===== src/rtl/spin_pkg.sv =====
package spin_pkg;
   // Address width that covers every lock plus the status word.
   function automatic int addr_bits(input int n_locks);
      int w;
      w = 1;
      while ((1 << w) < (n_locks + 1)) w++;
      return w;
   endfunction

   // Index width for selecting one lock.
   function automatic int idx_bits(input int n_locks);
      int w;
      w = 1;
      while ((1 << w) < n_locks) w++;
      return w;
   endfunction
endpackage


===== src/rtl/spin_port_decode.sv =====
module spin_port_decode #(
   parameter int NUM_LOCKS = 32,
   parameter int ADDR_W    = 6
) (
   input  logic [ADDR_W-1:0]    addr,
   input  logic                 rd,
   input  logic                 wr,
   output logic [NUM_LOCKS-1:0] rd_hit,
   output logic [NUM_LOCKS-1:0] wr_hit,
   output logic                 rd_stat
);
   // One comparator per lock; addresses above NUM_LOCKS match nothing.
   for (genvar i = 0; i < NUM_LOCKS; i++) begin : g_lock
      assign rd_hit[i] = rd && (addr == ADDR_W'(i));
      assign wr_hit[i] = wr && (addr == ADDR_W'(i));
   end
   assign rd_stat = rd && (addr == ADDR_W'(NUM_LOCKS));
endmodule


===== src/rtl/spin_claim_arb.sv =====
module spin_claim_arb #(
   parameter int NUM_LOCKS = 32
) (
   input  logic [NUM_LOCKS-1:0] held,
   input  logic [NUM_LOCKS-1:0] rd0,
   input  logic [NUM_LOCKS-1:0] rd1,
   output logic [NUM_LOCKS-1:0] grant0,
   output logic [NUM_LOCKS-1:0] grant1
);
   // Fixed priority per lock: core 0 beats core 1 on a free lock.
   for (genvar i = 0; i < NUM_LOCKS; i++) begin : g_arb
      assign grant0[i] = rd0[i] && !held[i];
      assign grant1[i] = rd1[i] && !held[i] && !rd0[i];
   end
endmodule


===== src/rtl/spin_lock_state.sv =====
module spin_lock_state #(
   parameter int NUM_LOCKS = 32
) (
   input  logic                 clk,
   input  logic                 rst_n,
   input  logic [NUM_LOCKS-1:0] set_v,
   input  logic [NUM_LOCKS-1:0] clr_v,
   output logic [NUM_LOCKS-1:0] q
);
   // A set wins over a clear of the same bit in the same cycle.
   always_ff @(posedge clk) begin
      if (!rst_n) q <= '0;
      else        q <= (q & ~clr_v) | set_v;
   end
endmodule


===== src/rtl/spin_read_port.sv =====
module spin_read_port #(
   parameter int NUM_LOCKS = 32,
   parameter int DATA_W    = 32
) (
   input  logic                 clk,
   input  logic                 rst_n,
   input  logic [NUM_LOCKS-1:0] grant,
   input  logic                 rd_stat,
   input  logic [NUM_LOCKS-1:0] held,
   output logic [DATA_W-1:0]    rdata
);
   logic [DATA_W-1:0] rdata_d;

   // A grant vector is already one-hot, so it is the success value.
   always_comb begin
      if (rd_stat) rdata_d = DATA_W'(held);
      else         rdata_d = DATA_W'(grant);
   end

   always_ff @(posedge clk) begin
      if (!rst_n) rdata <= '0;
      else        rdata <= rdata_d;
   end
endmodule


===== src/rtl/spinlock_bank.sv =====
module spinlock_bank #(
   parameter int NUM_LOCKS = 32,
   parameter int DATA_W    = 32,
   parameter int ADDR_W    = spin_pkg::addr_bits(NUM_LOCKS)
) (
   input  logic              clk,
   input  logic              rst_n,
   input  logic [ADDR_W-1:0] c0_addr,
   input  logic              c0_rd,
   input  logic              c0_wr,
   output logic [DATA_W-1:0] c0_rdata,
   input  logic [ADDR_W-1:0] c1_addr,
   input  logic              c1_rd,
   input  logic              c1_wr,
   output logic [DATA_W-1:0] c1_rdata
);
   localparam int IDX_W = spin_pkg::idx_bits(NUM_LOCKS);

   if (NUM_LOCKS < 1 || NUM_LOCKS > DATA_W) begin : g_bad_count
      $error("spinlock_bank: NUM_LOCKS must be between 1 and DATA_W");
   end
   if (ADDR_W < spin_pkg::addr_bits(NUM_LOCKS)) begin : g_bad_addr
      $error("spinlock_bank: ADDR_W too narrow for the status address");
   end

   logic [NUM_LOCKS-1:0] lock_q;
   logic [NUM_LOCKS-1:0] rd0_hit, wr0_hit, rd1_hit, wr1_hit;
   logic [NUM_LOCKS-1:0] grant0, grant1;
   logic                 stat0, stat1;

   spin_port_decode #(.NUM_LOCKS(NUM_LOCKS), .ADDR_W(ADDR_W)) u_dec0 (
      .addr(c0_addr), .rd(c0_rd), .wr(c0_wr),
      .rd_hit(rd0_hit), .wr_hit(wr0_hit), .rd_stat(stat0));

   spin_port_decode #(.NUM_LOCKS(NUM_LOCKS), .ADDR_W(ADDR_W)) u_dec1 (
      .addr(c1_addr), .rd(c1_rd), .wr(c1_wr),
      .rd_hit(rd1_hit), .wr_hit(wr1_hit), .rd_stat(stat1));

   spin_claim_arb #(.NUM_LOCKS(NUM_LOCKS)) u_arb (
      .held(lock_q), .rd0(rd0_hit), .rd1(rd1_hit),
      .grant0(grant0), .grant1(grant1));

   spin_lock_state #(.NUM_LOCKS(NUM_LOCKS)) u_state (
      .clk(clk), .rst_n(rst_n),
      .set_v(grant0 | grant1), .clr_v(wr0_hit | wr1_hit), .q(lock_q));

   spin_read_port #(.NUM_LOCKS(NUM_LOCKS), .DATA_W(DATA_W)) u_rp0 (
      .clk(clk), .rst_n(rst_n), .grant(grant0), .rd_stat(stat0),
      .held(lock_q), .rdata(c0_rdata));

   spin_read_port #(.NUM_LOCKS(NUM_LOCKS), .DATA_W(DATA_W)) u_rp1 (
      .clk(clk), .rst_n(rst_n), .grant(grant1), .rd_stat(stat1),
      .held(lock_q), .rdata(c1_rdata));

   // ---------------- assertions ----------------
   logic c0_lock, c1_lock;
   assign c0_lock = c0_addr < ADDR_W'(NUM_LOCKS);
   assign c1_lock = c1_addr < ADDR_W'(NUM_LOCKS);

   // a held lock reads as zero
   a_r2_held_reads_zero: assert property (@(posedge clk) disable iff (!rst_n)
      (c0_rd && c0_lock && lock_q[c0_addr[IDX_W-1:0]]) |=> (c0_rdata == '0));

   // a lock read returns at most one set bit
   a_r3_onehot_result: assert property (@(posedge clk) disable iff (!rst_n)
      (c1_rd && c1_lock) |=> $onehot0(c1_rdata));

   // core 0 wins a same-cycle claim
   a_r5_core0_priority: assert property (@(posedge clk) disable iff (!rst_n)
      (c0_rd && c1_rd && c0_lock && (c0_addr == c1_addr) && !lock_q[c0_addr[IDX_W-1:0]])
      |=> (c1_rdata == '0 && c0_rdata != '0));

   // a claim beats a release of the same lock
   a_r8_claim_beats_release: assert property (@(posedge clk) disable iff (!rst_n)
      (c0_rd && c1_wr && c0_lock && (c0_addr == c1_addr) && !lock_q[c0_addr[IDX_W-1:0]])
      |=> lock_q[$past(c0_addr[IDX_W-1:0])]);

   // no strobe, no data
   a_r9_idle_zero: assert property (@(posedge clk) disable iff (!rst_n)
      !c0_rd |=> (c0_rdata == '0));
endmodule


===== config.mk =====
export PLATFORM = sky130hd
export DESIGN_NAME = spinlock_bank
export DESIGN_NICKNAME = d
export VERILOG_FILES = /design/src/rtl/spin_pkg.sv /design/src/rtl/spin_port_decode.sv /design/src/rtl/spin_claim_arb.sv /design/src/rtl/spin_lock_state.sv /design/src/rtl/spin_read_port.sv /design/src/rtl/spinlock_bank.sv
export SDC_FILE = /design/constraint.sdc
export NUM_CORES = 1
export LEC_CHECK = 0
export BUFFER_PORTS_ARGS = -buffer_cell sky130_fd_sc_hd__buf_2
export CAP_MARGIN = 20
export CORE_ASPECT_RATIO = 2
export CORE_MARGIN = 3
export CORE_UTILIZATION = 57
export CTS_BUF_LIST = sky130_fd_sc_hd__clkbuf_16
export CTS_CLUSTER_SIZE = 28
export DETAILED_ROUTE_END_ITERATION = 7
export GPL_TIMING_DRIVEN = 0
export PLACE_DENSITY = 0.78
export SYNTH_ARGS = -nofsm -noshare
export SYNTH_HDL_FRONTEND = slang
export SYNTH_SLANG_ARGS = --single-unit

===== constraint.sdc =====
create_clock -name clk -period 2.3 [get_ports clk]
set_clock_uncertainty 0.05 [all_clocks]
set_input_delay 0.46 -clock clk [delete_from_list [all_inputs] [get_ports clk]]
set_output_delay 0.46 -clock clk [all_outputs]
set_load 0.1 [all_outputs]

==> metrics.json <==
{
  "cts": {
    "clk_root_buffer_cell": "sky130_fd_sc_hd__clkbuf_16",
    "number_of_buffers_created_by_cts": 9,
    "cts.htree.levels": 3,
    "cts_setup_buffers": 0,
    "clkSlewWorstSetupHoldPaths_ns": 0.07,
    "clock_sinks": 96,
    "hold_buffers": 0,
    "tritoncts": "yes",
    "cts_buffer_depth": 2,
    "clock_network_latency_to_the_later_pin_of_the_worst_skew_pair_ns": 0.35
  },
  "synth": {
    "largest_family_of_logic_cells_by_synthesized_area": "compound AO/OA/AOI/OAI gates",
    "ys_warn_count": 0,
    "ys.flop_type": "sky130_fd_sc_hd__dfxtp_1",
    "synth.avg_cell_area_um2": 9.05,
    "synth-adder-area-share": 0,
    "synth_async_sr_flop_share": 0,
    "synth-edff-count": 0,
    "synth_mux_area_frac": 0,
    "postSynthCellCount": 560,
    "mappedNetlistArea_um2": 5070,
    "yosysUniqueCellTypes": 56,
    "yosys_register_bits": 96,
    "ys_seq_area_frac": 0.379,
    "post_synthesis_net_count": 578,
    "post_synth_and_or_nand_nor_area_fraction": 0.253,
    "yosys.area_share.xor_xnor": 0.00173,
    "synth-compound-area-share": 0.298
  },
  "global_route": {
    "grt_max_degree": 17,
    "globalRouteTotalUtil": 0.394,
    "number_of_antenna_violations_at_the_first_check_in_global_routing": 0,
    "global_route.overflow_total": 0,
    "grt_pass1_vias": 5498,
    "grt_first_pass_wirelength_mm": 30.2
  },
  "setup_path": {
    "cpPeakStageDelay_ns": 0.54,
    "worst-endpoint-required_ns": 2.45,
    "worstPathMaxFanout": 10,
    "crit_top_cell": "sky130_fd_sc_hd__clkbuf_1",
    "cp-start-kind": "input port",
    "critical_path_cell_count": 6,
    "crit_arrival_ns": 2.37,
    "setup.worst_path.class": "input port to flip-flop",
    "critPathBufInv": 5,
    "critical_path.top_delay_family": "buffers and inverters",
    "timing.critical_path.slowest_stage_cell": "sky130_fd_sc_hd__clkbuf_1",
    "crit_path_cell_trace": "buf_2 > inv_1 > clkbuf_1 > buf_1 > clkbuf_1 > a21oi_1",
    "worst_setup_path_end_kind": "flip-flop",
    "ff2ff_path_depth": 3
  },
  "placed_design": {
    "post-dp-hpwl_mm": 14.2,
    "place_area_um2": 5590,
    "numPortBuffers": 80,
    "place.gp.congestion": 1.02
  },
  "sta": {
    "fin_crit_ns": 2.22,
    "fmaxAchievable_ghz": 0.450,
    "post-route-period-util": 0.965,
    "timing_max_transition_violations_final": 0,
    "worst_pin_slew_ns": 1.15,
    "unrepaired_setup_endpoints_after_global_routing": "false",
    "setup-violations-final": 0,
    "hold_viol_final": 0,
    "timing.slew.headroom": 0.230,
    "worst_hold_slack_ns": 0.451
  },
  "finish": {
    "insertedDiodeCount": 0,
    "num-nets-final": 669,
    "stdcell_area_um2": 5870,
    "most-common-layout-cells": "sky130_fd_sc_hd__buf_2 (96), sky130_fd_sc_hd__dfxtp_1 (96), sky130_fd_sc_hd__clkbuf_1 (42)",
    "layout-drive-gt1-share": 0.201,
    "fill_cells": 730,
    "finish.utilization": 0.678,
    "area.growth.synth_to_final_pct": 15.8
  },
  "floorplan": {
    "die_height_um": 139,
    "core_um2": 8650,
    "die_area_um2": 10100,
    "rows": 48,
    "initial_cell_density_of_the_core": 0.586,
    "i_o_pin_count": 82,
    "die_width_um": 72.7
  },
  "pwr": {
    "cellPowerDensity_nw_per_um2": 599,
    "irDropWorstVdd_uv": 509,
    "power.leakage_nw": 2.04
  },
  "routing": {
    "vias": 5580,
    "detail_route.wl_per_cell_um": 25.8,
    "vias_per_cell": 7.38,
    "wirelength_mm": 19.5,
    "drt-pass1-iter-count": 7,
    "detail-route-antenna-nets": 0,
    "drt_iter0_drc": 737,
    "drc": 0
  },
  "status": {
    "run_status": "finished clean"
  },
  "min_path": {
    "worst_hold_path.num_cells": 3,
    "worstHoldPathType": "input port to flip-flop"
  },
  "run": {
    "drv.max_cap_violation_count": 0
  }
}
layer usage:
layer | track usage | routed length (um)
met1 | 0.426 | 6450
met2 | 0.672 | 10100
met3 | 0.0665 | 1620
met4 | 0.269 | 1350
met5 | 0 | 0
through the flow:
step | worst slack (ns) | setup TNS [ns] | std cells | total power [mW]
global placement | -0.301 | -4.65 | 740 | 2.12
detailed placement | -0.298 | -5.17 | 740 | 2.12
CTS | 0.0704 | 0 | 756 | 3.49
global route | 0.0350 | 0 | 756 | 3.59
finish | 0.0798 | 0 | 756 | 3.51
floorplan | 0.496 | 0 | 560 | 1.98
sequential cells by signal, summed over array words and instances (netlist names):
signal and flops:
u_rp0.rdata 32, u_rp1.rdata 32, u_state.q 32
synthesized netlist by cell type (all sizes together), types with 2 or more instances:
cell type / n / area [um^2]
o32ai: 12 / 105
nor3: 16 / 80.1
a22o: 6 / 52.6
a2111o: 23 / 259
a22oi: 6 / 45.0
buf: 25 / 148
o2111ai: 4 / 35.0
a21oi: 31 / 159
or3b: 6 / 52.6
o211ai: 24 / 180
nor4bb: 9 / 90.1
nand2b: 22 / 138
and3b: 3 / 26.3
o2bb2a: 7 / 70.1
nand3b: 5 / 37.5
a2bb2oi: 4 / 35.0
nor3b: 4 / 35.0
nor4: 10 / 83.8
nand4: 2 / 12.5
and4bb: 3 / 37.5
nand3: 30 / 150
or3: 2 / 12.5
or4b: 5 / 53.8
nand4bb: 8 / 90.1
nand4b: 8 / 70.1
a32o: 8 / 80.1
o22ai: 31 / 194
nand2: 30 / 113
nor2: 21 / 78.8
inv: 5 / 18.8
dfxtp: 96 / 1920
and4b: 5 / 50.1
and4: 2 / 17.5
nor4b: 3 / 32.5
clkbuf: 46 / 176
o2bb2ai: 30 / 263
logic make-up after synthesis:
| logic type | after synthesis |
|---|---|
| flops | 96 |
| buf+inv | 76 |
| xor+xnor | 1 |
| simple gates | 197 |
| compound gates | 190 |
power breakdown:
| part | switching [mW] | internal (mW) | total, mW |
|---|---|---|---|
| registers | 0.0112 | 1.67 | 1.68 |
| logic | 0.316 | 0.107 | 0.422 |
| clock network | 0.671 | 0.735 | 1.41 |
worst min-delay path: stages:
cell	delay [ns]
sky130_fd_sc_hd__buf_2	0.15
sky130_fd_sc_hd__nand2b_1	0.10
sky130_fd_sc_hd__o2bb2ai_1	0.09
worst paths after layout:
path	startpoint	slack (ns)	end
max	rst_n	0.08	u_rp1.rdata[9]
min	rst_n	0.45	u_rp0.rdata[2]
max reg2reg	u_state.q[22]	1.15	u_rp1.rdata[22]
min reg2reg	u_state.q[15]	0.46	u_rp0.rdata[15]
layout make-up:
class                      count  area [um^2]  share of cell area
inverter                       5         18.8             0.00320
clock buffer                   9          225              0.0384
timing repair buffer          80          400              0.0683
tap                          100          125              0.0213
sequential                    96         1920               0.328
buffer                        71          325              0.0555
clock inverter                 7         47.5             0.00811
multi-input combinational    388         2800               0.478
what timing repair did:
item	CTS	global route
setup endpoints to repair	0	9
hold endpoints to repair	0	0
resized for setup	0	2
No activity file was read; power rests on OpenSTA's default activity.
